--- src/rtl/qbg_pkg.sv ---
package qbg_pkg;
  typedef enum logic {
    DIR_B_LEADS = 1'b0,
    DIR_A_LEADS = 1'b1
  } qbg_dir_e;
endpackage

--- src/rtl/qbg_cfg.sv ---
module qbg_cfg
  import qbg_pkg::*;
#(
  parameter int HW       = 16,
  parameter int LW       = 16,
  parameter int MIN_HALF = 4,
  parameter int MIN_LEN  = 2
) (
  input  logic          clk,
  input  logic          rst_n,
  input  logic          load,
  input  logic [HW-1:0] half_in,
  input  logic [LW-1:0] len_in,
  input  logic          dir_in,
  output logic [HW-1:0] half_q,
  output logic [LW-1:0] len_q,
  output qbg_dir_e      dir_q
);
  localparam logic [HW-1:0] HALF_FLOOR = HW'(MIN_HALF);
  localparam logic [LW-1:0] LEN_FLOOR  = LW'(MIN_LEN);

  // settings are sampled only when a launch is accepted; illegal small values are raised
  always_ff @(posedge clk or negedge rst_n) begin
    if (!rst_n) begin
      half_q <= HALF_FLOOR;
      len_q  <= LEN_FLOOR;
      dir_q  <= DIR_B_LEADS;
    end else if (load) begin
      half_q <= (half_in < HALF_FLOOR) ? HALF_FLOOR : half_in;
      len_q  <= (len_in < LEN_FLOOR) ? LEN_FLOOR : len_in;
      dir_q  <= qbg_dir_e'(dir_in);
    end
  end

  AST_HALF_FLOOR: assert property (@(posedge clk) disable iff (!rst_n)
    half_q >= HALF_FLOOR);
  AST_LEN_FLOOR: assert property (@(posedge clk) disable iff (!rst_n)
    len_q >= LEN_FLOOR);
  AST_CFG_HELD: assert property (@(posedge clk) disable iff (!rst_n)
    !load |=> $stable(half_q) && $stable(len_q) && $stable(dir_q));
endmodule

--- src/rtl/qbg_timebase.sv ---
module qbg_timebase #(
  parameter int HW = 16
) (
  input  logic          clk,
  input  logic          rst_n,
  input  logic          restart,
  input  logic          run,
  input  logic [HW-1:0] half_q,
  output logic          wrap,
  output logic          ph_a,
  output logic          ph_b_raw
);
  logic [HW-1:0] cnt;
  logic [HW-1:0] mid;

  assign mid  = half_q >> 1;
  assign wrap = run && (cnt == half_q);

  always_ff @(posedge clk or negedge rst_n) begin
    if (!rst_n) begin
      cnt      <= '0;
      ph_a     <= 1'b0;
      ph_b_raw <= 1'b0;
    end else if (restart) begin
      cnt <= '0;
    end else if (run) begin
      if (cnt == half_q) begin
        cnt  <= '0;
        ph_a <= ~ph_a;
      end else begin
        cnt <= cnt + 1'b1;
      end
      if (cnt == mid) ph_b_raw <= ~ph_b_raw;
    end
  end

  AST_CNT_BOUND: assert property (@(posedge clk) disable iff (!rst_n)
    run |-> cnt <= half_q);
  AST_A_ON_WRAP: assert property (@(posedge clk) disable iff (!rst_n)
    wrap |=> ph_a != $past(ph_a));
  AST_IDLE_HOLD: assert property (@(posedge clk) disable iff (!rst_n)
    !run |=> $stable(ph_a) && $stable(ph_b_raw));
endmodule

--- src/rtl/qbg_burst.sv ---
module qbg_burst #(
  parameter int LW = 16
) (
  input  logic          clk,
  input  logic          rst_n,
  input  logic          launch,
  input  logic          wrap,
  input  logic [LW-1:0] len_q,
  output logic          busy,
  output logic          done
);
  logic [LW-1:0] hc;
  logic          last;

  assign last = (hc == len_q - 1'b1);

  always_ff @(posedge clk or negedge rst_n) begin
    if (!rst_n) begin
      hc   <= '0;
      busy <= 1'b0;
      done <= 1'b0;
    end else begin
      done <= 1'b0;
      if (launch) begin
        hc   <= '0;
        busy <= 1'b1;
      end else if (busy && wrap) begin
        if (last) begin
          hc   <= '0;
          busy <= 1'b0;
          done <= 1'b1;
        end else begin
          hc <= hc + 1'b1;
        end
      end
    end
  end

  AST_DONE_SINGLE: assert property (@(posedge clk) disable iff (!rst_n)
    done |=> !done);
  AST_DONE_IDLE: assert property (@(posedge clk) disable iff (!rst_n)
    done |-> !busy);
  AST_BUSY_END: assert property (@(posedge clk) disable iff (!rst_n)
    $fell(busy) |-> done);
  AST_HC_BOUND: assert property (@(posedge clk) disable iff (!rst_n)
    busy |-> hc < len_q);
endmodule

--- src/rtl/quad_burst_gen.sv ---
module quad_burst_gen
  import qbg_pkg::*;
#(
  parameter int HW       = 16,
  parameter int LW       = 16,
  parameter int MIN_HALF = 4,
  parameter int MIN_LEN  = 2
) (
  input  logic          clk,
  input  logic          rst_n,
  input  logic [HW-1:0] half_period,
  input  logic          dir,
  input  logic [LW-1:0] half_count,
  input  logic          start,
  output logic          phase_a,
  output logic          phase_b,
  output logic          busy,
  output logic          done
);
  logic          launch;
  logic          wrap;
  logic          ph_b_raw;
  logic [HW-1:0] half_q;
  logic [LW-1:0] len_q;
  qbg_dir_e      dir_q;

  assign launch  = start && !busy;
  assign phase_b = ph_b_raw ^ (dir_q == DIR_A_LEADS);

  qbg_cfg #(.HW(HW), .LW(LW), .MIN_HALF(MIN_HALF), .MIN_LEN(MIN_LEN)) u_cfg (
    .clk(clk), .rst_n(rst_n), .load(launch),
    .half_in(half_period), .len_in(half_count), .dir_in(dir),
    .half_q(half_q), .len_q(len_q), .dir_q(dir_q)
  );

  qbg_timebase #(.HW(HW)) u_tb (
    .clk(clk), .rst_n(rst_n), .restart(launch), .run(busy),
    .half_q(half_q), .wrap(wrap), .ph_a(phase_a), .ph_b_raw(ph_b_raw)
  );

  qbg_burst #(.LW(LW)) u_burst (
    .clk(clk), .rst_n(rst_n), .launch(launch), .wrap(wrap),
    .len_q(len_q), .busy(busy), .done(done)
  );

  AST_START_WHILE_BUSY: assert property (@(posedge clk) disable iff (!rst_n)
    (start && busy) |=> $stable(half_q) && $stable(dir_q));
endmodule

--- config.mk ---
export PLATFORM = sky130hd
export DESIGN_NAME = quad_burst_gen
export DESIGN_NICKNAME = d
export VERILOG_FILES = /design/src/rtl/qbg_pkg.sv /design/src/rtl/qbg_cfg.sv /design/src/rtl/qbg_timebase.sv /design/src/rtl/qbg_burst.sv /design/src/rtl/quad_burst_gen.sv
export SDC_FILE = /design/constraint.sdc
export NUM_CORES = 1
export LEC_CHECK = 0
export BUFFER_PORTS_ARGS = -buffer_cell sky130_fd_sc_hd__buf_2
export CAP_MARGIN = 30
export CELL_PAD_IN_SITES_DETAIL_PLACEMENT = 0
export CELL_PAD_IN_SITES_GLOBAL_PLACEMENT = 1
export CORE_MARGIN = 2
export CORE_UTILIZATION = 35
export CTS_CLUSTER_SIZE = 16
export DETAILED_ROUTE_END_ITERATION = 7
export MAX_ROUTING_LAYER = met4
export PLACE_DENSITY = 0.66
export SYNTH_ARGS = -nofsm -noshare
export SYNTH_HDL_FRONTEND = slang
export SYNTH_SLANG_ARGS = --single-unit
--- constraint.sdc ---
create_clock -name clk -period 3.4 [get_ports clk]
set_input_delay 0.34 -clock clk [delete_from_list [all_inputs] [get_ports clk]]
set_output_delay 0.34 -clock clk [all_outputs]
set_load 0.02 [all_outputs]
==> impl_metrics.toml, run 1 <==
[synthesis]
netlist_area_mm2 = 0.00405
synthAdderAreaFrac_pct = 0.926
syn_area_per_cell_um2 = 8.69
synthArstFlopShare_pct = 100
synth_top_family_by_area = "simple AND/OR/NAND/NOR gates"
synth_edf_count = 0
ys_seq_area_share_pct = 42.7
synthDistinctLibCells = 53
syn_inst = 466
synth-seq-cells = 69
ys.flop_type = "dfrtp_1"
synth_compound_area_share_pct = 9.88
synth-xor-area-share_pct = 14.7
yosysWarnings = 0
yosys.area_share.simple_pct = 28.6
synthMuxAreaShare_pct = 0.247
synth_fp_nets = 505

[floorplanning]
start_util_pct = 35.6
core_area_mm2 = 0.0114
dieHeight_um = 112
ioPinCount = 40
dieWidth_um = 112
dieArea_mm2 = 0.0125
rows = 39

[setup_path]
arrival_ns = 2.93
start_kind = "flop"
cp_max_fo = 12
cp.required_ns = 3.60
reg2regPathDepth = 8
crit_path_end_kind = "flop"
worst-setup-path-type = "reg2reg"

[sta]
setup_viol = 0
min_period_ns = 2.73
setup-tns-final_ns = 0
tightest_slew_ns = 0.737
skew_ns = 0.00325
finalHoldViolCount = 0
relSlewSlack_pct = 50.8
maxClockFrequency_mhz = 366
slew_violations = 0
post-route-period-util_pct = 80.3
rsz0062_at_grt = "no"

[finish]
fin_util_pct = 41.8
fin_nets = 540
fin_area_mm2 = 0.00475
layout-drive-gt1-share_pct = 15.2
layout.cells.non_filler = 649
antenna_cells = 0
syn2layout_area_growth_pct = 17.3

[cts]
post_cts_resize_count = 0
htreeDepth = 3
cts_setup_buffers = 0
clock_sinks = 69
clkTransAtPathRegs_ns = 0.05
clock_latency_ns = 0.33
numCtsBuffers = 9
hold_buffers = 0
clock_path_buffers = 2
cts_root_buf = "clkbuf_16"
cts_tree = "built"

[detailed_routing]
avgRoutedWirePerCell_um = 15.1
first_iter_violations = 195
post-route-drc-count = 0
drt_wl_total_um = 9800
num_vias = 3336
via_per_inst = 5.14
first_pass_iters = 5
drtAntennaViolNets = 0

[placed_design]
hpwlAfterDp_um = 7150
place_area_mm2 = 0.00439
gp_congestion = 0.808
port_buffers = 39
dpl.cell_count = 633

[global_routing]
antenna_found_initial = 0
grt_usage_pct = 17.3
grt_pass1_wl_um = 16800
grt.overflow.total = 0
first_global_vias = 3258
grt_max_degree = 34

[min_path]
hold_class = "in2async"

[power]
power_density_mw_per_mm2 = 560
ir_worst_vdd_mv = 0.279
leakagePower_uw = 0.00217

[flow_run]
cap_viol_max_count = 0

[outcome]
status = "completed"
-- power breakdown --
group          total (µW)  internal (µW)  switching (µW)
clock network        1120            777             343
registers            1130            931             195
logic                 417            206             211
total                2660           1910             750
-- worst max-delay path: stages (launching register included) --
cell and delay [ns]:
dfstp_2 0.53, inv_1 0.06, ha_1 0.28, nand2b_1 0.20
a311o_1 0.33, a221oi_1 0.43, o2111ai_4 0.28, o21ai_4 0.38
nor2_1 0.10
-- sequential cells by signal, indices dropped and copies added (netlist names) --
signal / flops
u_tb.ph_b_raw: 1
u_cfg.half_q: 16
u_burst.done: 1
u_burst.busy: 1
u_burst.hc: 16
u_tb.cnt: 16
u_cfg.dir_q: 1
u_tb.ph_a: 1
u_cfg.len_q: 16
-- metrics by stage --
step                hold slack (ns)  worst slack [ns]  power [µW]
CTS                          0.0967             0.642        2690
global route                  0.123             0.478        2810
floorplan                    0.0444             0.925        1400
finish                       0.0593             0.670        2660
global placement              0.436             0.736        1540
detailed placement            0.452             0.652        1550
-- cell usage in the layout (no fill, tap or decap), types with 2 or more instances in the layout --
cell       Yosys  layout
a21oi_1       10      10
a221oi_1       3       3
a22o_1         2       2
a31oi_1        2       2
and3_1        10      10
and4_1         3       3
buf_2          2      39
buf_4          0       8
bufinv_16      0       3
clkbuf_16      0       9
clkbuf_8       0       3
dfrtp_1       67      67
dfstp_2        2       2
ha_1           3       3
inv_1          6       6
nand2_1      108     108
nand2b_1       3       3
nand3_1       20      20
nand4_1       11      11
nor2_1        36      36
nor2b_1        5       4
nor3_1         7       7
nor3b_1        3       3
nor4_1        17      17
nor4b_1        2       2
o211ai_1       3       3
o21ai_0       22      22
o22ai_1        2       2
o31ai_1        4       4
or3_1          2       2
xnor2_1       25      25
xor2_1        43      43
-- synthesized netlist by cell type (3+ instances only) --
master	instances	area (µm²)
and3_1	10	62.6
nor3_1	7	35.0
ha_1	3	37.5
nand4_1	11	68.8
nand3_1	20	100
o21ai_0	22	110
a21oi_1	10	50.1
nor2_1	36	135
and4_1	3	26.3
clkbuf_1	18	67.6
nand2_1	108	405
xor2_1	43	377
o211ai_1	3	22.5
nor3b_1	3	22.5
a221oi_1	3	26.3
nand2b_1	3	18.8
dfrtp_1	67	1680
nor2b_1	5	31.3
nor4_1	17	106
xnor2_1	25	219
o31ai_1	4	30.0
inv_1	6	22.5
-- cell families (layout without fill, tap and decap cells) --
kind of cell    count (synthesis)  count (layout)
compound gates                 56              56
xor+xnor                       68              68
fa+ha+maj                       3               3
buf+inv                        29              69
flops                          69              69
mux                             1               1
simple gates                  240             240
-- final timing paths --
check                                                 from                            to  slack, ns
worst min-delay path                                 rst_n    u_cfg.len_q[9]$_DFFE_PN0P_       0.06
worst max register to register  u_cfg.len_q[1]$_DFFE_PN1P_     u_burst.hc[3]$_DFFE_PN0P_       0.67
worst max-delay path            u_cfg.len_q[1]$_DFFE_PN1P_     u_burst.hc[3]$_DFFE_PN0P_       0.67
max in group asynchronous                            rst_n  u_cfg.half_q[15]$_DFFE_PN0P_       2.57
min in group clk                                       dir       u_cfg.dir_q$_DFFE_PN0P_       0.20
worst min register to register       u_tb.ph_a$_DFFE_PN0P_         u_tb.ph_a$_DFFE_PN0P_       0.47
-- cell type report --
cell class                      count  area (µm²)
Inverter                            6        22.5
Sequential cell                    69        1730
Multi-Input combinational cell    368        2210
Tap cell                          143         179
Fill cell                        1124        6620
Clock inverter                      3        90.1
Clock buffer                       13         270
Timing Repair Buffer               47         255
-- layer usage --
metal	vias to the layer above	wire length, µm	global-route usage [%]
met5	-	0	-
met4	0	131	6.26
met3	10	366	2.29
met2	76	4110	23.7
met1	1579	5190	26.0
li1	1671	-	-
(Power assumes the default switching activity.)
==> run 2, diff against run 1 <==
--- a/config.mk
+++ b/config.mk
@@ -14,7 +14,7 @@
 export CTS_CLUSTER_SIZE = 16
 export DETAILED_ROUTE_END_ITERATION = 7
 export MAX_ROUTING_LAYER = met4
-export PLACE_DENSITY = 0.66
+export PLACE_DENSITY = 0.68
 export SYNTH_ARGS = -nofsm -noshare
 export SYNTH_HDL_FRONTEND = slang
 export SYNTH_SLANG_ARGS = --single-unit
==> constraint.sdc (replaced) <==
create_clock -name clk -period 2.4 [get_ports clk]
set_input_delay 0.24 -clock clk [delete_from_list [all_inputs] [get_ports clk]]
set_output_delay 0.24 -clock clk [all_outputs]
set_load 0.02 [all_outputs]
==> run 2 against run 1 <==
Net effect: global-route usage increased by 1.6 points; worst hold slack improved by 0.035 ns; first-iteration DRC count increased by 22%; core utilization increased by 3.7 points; critical path depth increased by 1; routed wire length increased by 9.0%; largest power group unchanged.
==> impl_metrics.toml, run 2 (synthesis gave the netlist of run 1 again) <==
[setup_path]
r2r_start = "u_cfg.len_q[1]$_DFFE_PN1P_"
path_cells = "inv_1 > ha_2 > nand2b_1 > a311o_1 > a221oi_2 > o2111ai_4 > o21ai_4 > buf_12 > nor2_1"
worst-setup-path-type = "reg2reg"
start_kind = "flop"
endpoint = "u_burst.hc[6]$_DFFE_PN0P_"
arrival_ns = 2.56
cp.required_ns = 2.62
cpPeakStageDelay_ns = 0.52
crit_path_end_kind = "flop"
r2r-end = "u_burst.hc[6]$_DFFE_PN0P_"
cp_max_fo = 12
rrSetupSlack_ns = 0.06
reg2regPathDepth = 9
slowest_stage = "dfstp_2"
crit_start = "u_cfg.len_q[1]$_DFFE_PN1P_"

[sta]
relSlewSlack_pct = 62.4
maxClockFrequency_mhz = 428
setup_viol = 0
slew_violations = 0
post-route-period-util_pct = 97.4
finalHoldViolCount = 0
rsz0062_at_grt = "yes"
tightest_slew_ns = 0.564
worst_slack_ns = 0.0614
skew_ns = 0.0110
min_period_ns = 2.34
timing.hold.ws_ns = 0.0940

[outcome]
status = "completed"

[floorplanning]
dieHeight_um = 112
dieWidth_um = 112
rows = 39
core_area_mm2 = 0.0114
start_util_pct = 35.6
dieArea_mm2 = 0.0125
ioPinCount = 40

[finish]
final_cell_mix = "108 x nand2_1, 67 x dfrtp_1, 55 x buf_4"
final_common_cell = "nand2_1"
fin_util_pct = 45.5
fin_nets = 591
n_fill_cell = 1099
antenna_cells = 0
syn2layout_area_growth_pct = 27.7
layout.cells.non_filler = 700
layout-drive-gt1-share_pct = 24.2

[global_routing]
grt_max_degree = 70
first_global_vias = 3554
grt_usage_pct = 18.9
antenna_found_initial = 0
grt.overflow.total = 0
grt_pass1_wl_um = 18200

[detailed_routing]
first_iter_violations = 238
avgRoutedWirePerCell_um = 15.3
num_vias = 3568
drt_wl_total_um = 10700
first_pass_iters = 4
drtAntennaViolNets = 0
post-route-drc-count = 0
via_per_inst = 5.10

[cts]
clock_sinks = 69
clock_latency_ns = 0.34
numCtsBuffers = 9
clock_path_buffers = 2
cts_tree = "built"
htreeDepth = 3
clkTransAtPathRegs_ns = 0.06
cts_root_buf = "clkbuf_16"

[min_path]
hold_class = "in2reg"

[placed_design]
hpwlAfterDp_um = 7910
place_ws_ns = -0.0325
gp_congestion = 0.900
port_buffers = 39
dpl.cell_count = 682

[power]
leakagePower_uw = 0.00242
ir_worst_vdd_mv = 0.357
power_density_mw_per_mm2 = 749

[flow_run]
cap_viol_max_count = 0
-- run 2: cell count changes in the layout (fill, tap and decap cells not counted), moves of 2 or more --
cell and delta:
a221oi_1 -2, buf_4 +47, nor4_2 +3, a221oi_2 +2, clkbuf_8 -2, nor4_1 -3
buf_12 +2, clkinvlp_4 +2
-- run 2: metal layers --
metal	wire (µm)	vias to the layer above	global-route usage [%]	share of wire (%)
met5	0	-	-	0
met4	112	0	6.67	1.0
met1	5570	1711	27.9	52
met3	439	9	1.91	4.1
li1	-	1770	-	-
met2	4560	78	27.1	43
-- run 2: worst min-delay path by stage --
stage / from / endpoint / slack [ns] / cells after the start
3_3_place_gp: rst_n / u_cfg.len_q[5]$_DFFE_PN0P_ / 0.29 / 2
4_1_cts: dir / u_cfg.dir_q$_DFFE_PN0P_ / 0.09 / 3
5_1_grt: half_count[10] / u_cfg.len_q[10]$_DFFE_PN0P_ / 0.12 / 3
6_report: dir / u_cfg.dir_q$_DFFE_PN0P_ / 0.09 / 3
3_5_place_dp: rst_n / u_cfg.len_q[5]$_DFFE_PN0P_ / 0.30 / 2
2_1_floorplan: rst_n / u_burst.busy$_DFFE_PN0P_ / -0.06 / 0
-- run 2: worst max-delay path: cells and delay by family (launching register included) --
family | cells | cell delay (ns)
AO/OA/AOI/OAI | 4 | 1.07
adder cells (fa/ha/maj) | 1 | 0.21
buffers and inverters | 2 | 0.19
flip-flops | 1 | 0.52
AND/OR/NAND/NOR | 2 | 0.22
-- run 2: final cells by class --
cell class	count	area [µm²]	share of cell area (%)
multi-input combinational	368	2250	43.4
sequential	69	1730	33.4
timing repair buffer	98	669	12.9
clock buffer	11	243	4.69
tap	143	179	3.46
clock inverter	5	83.8	1.62
inverter	6	22.5	0.435
-- run 2: metrics by stage --
| step | setup TNS [ns] | power (µW) | area, µm² |
|---|---|---|---|
| after global routing | -0.951 | 4090 | 5170 |
| after detailed placement | -0.390 | 2410 | 4790 |
| after global placement | 0 | 2380 | 4790 |
| after CTS | 0 | 3870 | 5130 |
| after floorplan | 0 | 1980 | 4060 |
| final | 0 | 3880 | 5170 |
-- run 2: timing repair --
action                                  in CTS  in global routing
pin swaps                                    1                  5
resized for setup                            1                  7
endpoints found under the setup margin      16                 26
hold endpoints to repair                    67                  0
setup buffers                                0                  1
hold buffers                                 1                  0
-- run 2: power breakdown --
group	total, µW	leakage, µW	internal (µW)	switching, µW
combinational	952	0.00140	460	492
sequential	1480	0.000868	1320	157
clock	1450	0.000152	940	508
==> run 3, diff against run 2 <==
--- a/config.mk
+++ b/config.mk
@@ -14,7 +14,7 @@
 export CTS_CLUSTER_SIZE = 16
 export DETAILED_ROUTE_END_ITERATION = 7
 export MAX_ROUTING_LAYER = met4
-export PLACE_DENSITY = 0.68
+export PLACE_DENSITY = 0.66
 export SYNTH_ARGS = -nofsm -noshare
 export SYNTH_HDL_FRONTEND = slang
 export SYNTH_SLANG_ARGS = --single-unit
==> constraint.sdc (replaced) <==
create_clock -name clk -period 2.9 [get_ports clk]
set_input_delay 0.29 -clock clk [delete_from_list [all_inputs] [get_ports clk]]
set_output_delay 0.29 -clock clk [all_outputs]
set_load 0.02 [all_outputs]
==> run 3 against run 2 <==
Net effect: clock-buffer cell count decreased by 1; core utilization decreased by 3.5 points; routed wire length decreased by 6.1%; first-iteration DRC count fell by 42%; worst hold slack gained 0.048 ns; global-route usage down 1.7 points; register-to-register slack gained 0.17 ns; setup slack better by 0.17 ns; flip-flop and latch count did not move; clock power down 30%; largest cell class unchanged.
==> impl_metrics.toml, run 3 (synthesis gave the netlist of run 1 again) <==
[sta]
post-route-period-util_pct = 92.1
worst_slack_ns = 0.230
tightest_slew_ns = 0.669
relSlewSlack_pct = 55.3
setup-tns-final_ns = 0
skew_ns = 0.00513
finalHoldViolCount = 0
maxClockFrequency_mhz = 375
setup_viol = 0
slew_violations = 0
min_period_ns = 2.67
rsz0062_at_grt = "no"

[detailed_routing]
first_pass_iters = 4
avgRoutedWirePerCell_um = 15.2
first_iter_violations = 139
drtAntennaViolNets = 0
drt_wl_total_um = 10000
post-route-drc-count = 0
via_per_inst = 5.14
num_vias = 3400

[global_routing]
grt_usage_pct = 17.2
use_met3_pct = 3.32
grt_pass1_wl_um = 16500
grt.overflow.total = 0
top_usage_layer = "met1"
grt_max_degree = 34
grt_use_met2_pct = 22.8
first_global_vias = 3181
antenna_found_initial = 0
grt.met1_usage_pct = 26.2

[floorplanning]
dieWidth_um = 112
dieArea_mm2 = 0.0125
core_area_mm2 = 0.0114
start_util_pct = 35.6
dieHeight_um = 112
rows = 39
ioPinCount = 40

[placed_design]
place_area_mm2 = 0.00447
gp_congestion = 0.856
place_ws_ns = 0.145
port_buffers = 39
hpwlAfterDp_um = 7390

[setup_path]
r2r-end = "u_burst.hc[6]$_DFFE_PN0P_"
cp.required_ns = 3.12
arrival_ns = 2.89
cpPeakStageDelay_ns = 0.47
cp_max_fo = 12
crit_path_end_kind = "flop"
rrSetupSlack_ns = 0.23
r2r_start = "u_cfg.len_q[6]$_DFFE_PN0P_"
reg2regPathDepth = 8
path_cells = "nor4_4 > nand4_2 > or3_4 > a2111oi_4 > o2111ai_4 > o21ai_4 > buf_12 > nor2_1"
start_kind = "flop"
worst-setup-path-type = "reg2reg"
slowest_stage = "dfrtp_1"

[finish]
seqCellArea_mm2 = 0.00173
antenna_cells = 0
syn2layout_area_growth_pct = 17.9
fin_area_mm2 = 0.00477
fin_util_pct = 42.0
multiInputGateArea_mm2 = 0.00221
n_fill_cell = 1099
final_cell_mix = "108 x nand2_1, 67 x dfrtp_1, 43 x xor2_1"
layout-drive-gt1-share_pct = 17.2
fin_nets = 552
final_common_cell = "nand2_1"

[cts]
clkTransAtPathRegs_ns = 0.06
htreeDepth = 3
cts_tree = "built"
numCtsBuffers = 9
cts_root_buf = "clkbuf_16"
clock_latency_ns = 0.34
clock_path_buffers = 2
clock_sinks = 69
post_cts_resize_count = 0

[power]
finalPower_uw = 2910
leakagePower_uw = 0.00219
ir_worst_vdd_mv = 0.262
power_density_mw_per_mm2 = 609

[min_path]
min_from = "dir"
worstHoldEndpoint = "u_cfg.dir_q$_DFFE_PN0P_"
worstHoldPathCells = 3
hold_class = "in2reg"

[flow_run]
cap_viol_max_count = 0

[outcome]
status = "completed"
==> run 3: cell types whose count changed in the layout (fill, tap and decap cells not counted), sizes merged <==
cell / previous run / this run
buf: 97 / 58
clkbuf: 11 / 10
bufinv: 2 / 0
clkinv: 1 / 4
==> run 3: how the worst max path moves through the flow <==
stage / start / to / slack, ns
after floorplan: u_cfg.len_q[1]$_DFFE_PN1P_ / u_burst.hc[11]$_DFFE_PN0P_ / 0.43
after global placement: u_cfg.len_q[1]$_DFFE_PN1P_ / u_burst.hc[13]$_DFFE_PN0P_ / 0.23
after detailed placement: u_cfg.len_q[6]$_DFFE_PN0P_ / u_burst.hc[8]$_DFFE_PN0P_ / 0.15
after CTS: u_cfg.len_q[6]$_DFFE_PN0P_ / u_burst.hc[6]$_DFFE_PN0P_ / 0.13
after global routing: u_cfg.len_q[6]$_DFFE_PN0P_ / u_burst.hc[6]$_DFFE_PN0P_ / 0.08
final: u_cfg.len_q[6]$_DFFE_PN0P_ / u_burst.hc[6]$_DFFE_PN0P_ / 0.23
==> run 3: metal layers <==
layer  up-vias  part of all wire, %
met5         -                    0
met4         0                  1.1
met3        10                  3.8
met2        70                   40
met1      1632                   55
li1       1688                    -
==> run 3: power breakdown <==
| part | switching [µW] | internal, µW | leakage, µW | total, µW |
|---|---|---|---|---|
| Sequential | 175 | 1090 | 0.000868 | 1270 |
| Combinational | 319 | 297 | 0.00119 | 616 |
| Clock | 427 | 598 | 0.000134 | 1020 |
| Total | 920 | 1990 | 0.00219 | 2910 |
==> run 3: what timing repair did <==
| action | 4_1_cts | 5_1_grt |
|---|---|---|
| endpoints found under the setup margin | 0 | 1 |
| hold buffers | 1 | 0 |
| hold endpoints to repair | 23 | 0 |
| buffers inserted | 0 | 1 |
==> run 3: metrics by stage <==
| step | std cells | hold slack [ns] |
|---|---|---|
| 6_report | 661 | 0.142 |
| 5_1_grt | 661 | 0.163 |
| 4_1_cts | 660 | 0.131 |
| 3_5_place_dp | 643 | 0.334 |
| 3_3_place_gp | 642 | 0.333 |
| 2_1_floorplan | 466 | -0.00559 |
==> run 3: layout make-up <==
| class | count | area share [%] |
|---|---|---|
| clock buffers | 10 | 5.01 |
| clock inverters | 6 | 0.812 |
| inverters | 6 | 0.472 |
| multi-input cells | 368 | 46.2 |
| flip-flops and latches | 69 | 36.2 |
| well taps | 143 | 3.75 |
| repair buffers | 59 | 7.55 |
==> run 3: worst max-delay path, delay by kind of cell, from the launching register on <==
family | cells | cell delay [ns]
AOI/OAI and AO/OA | 3 | 0.89
buffers and inverters | 1 | 0.15
DFF | 1 | 0.47
and+or+nand+nor | 4 | 1.04
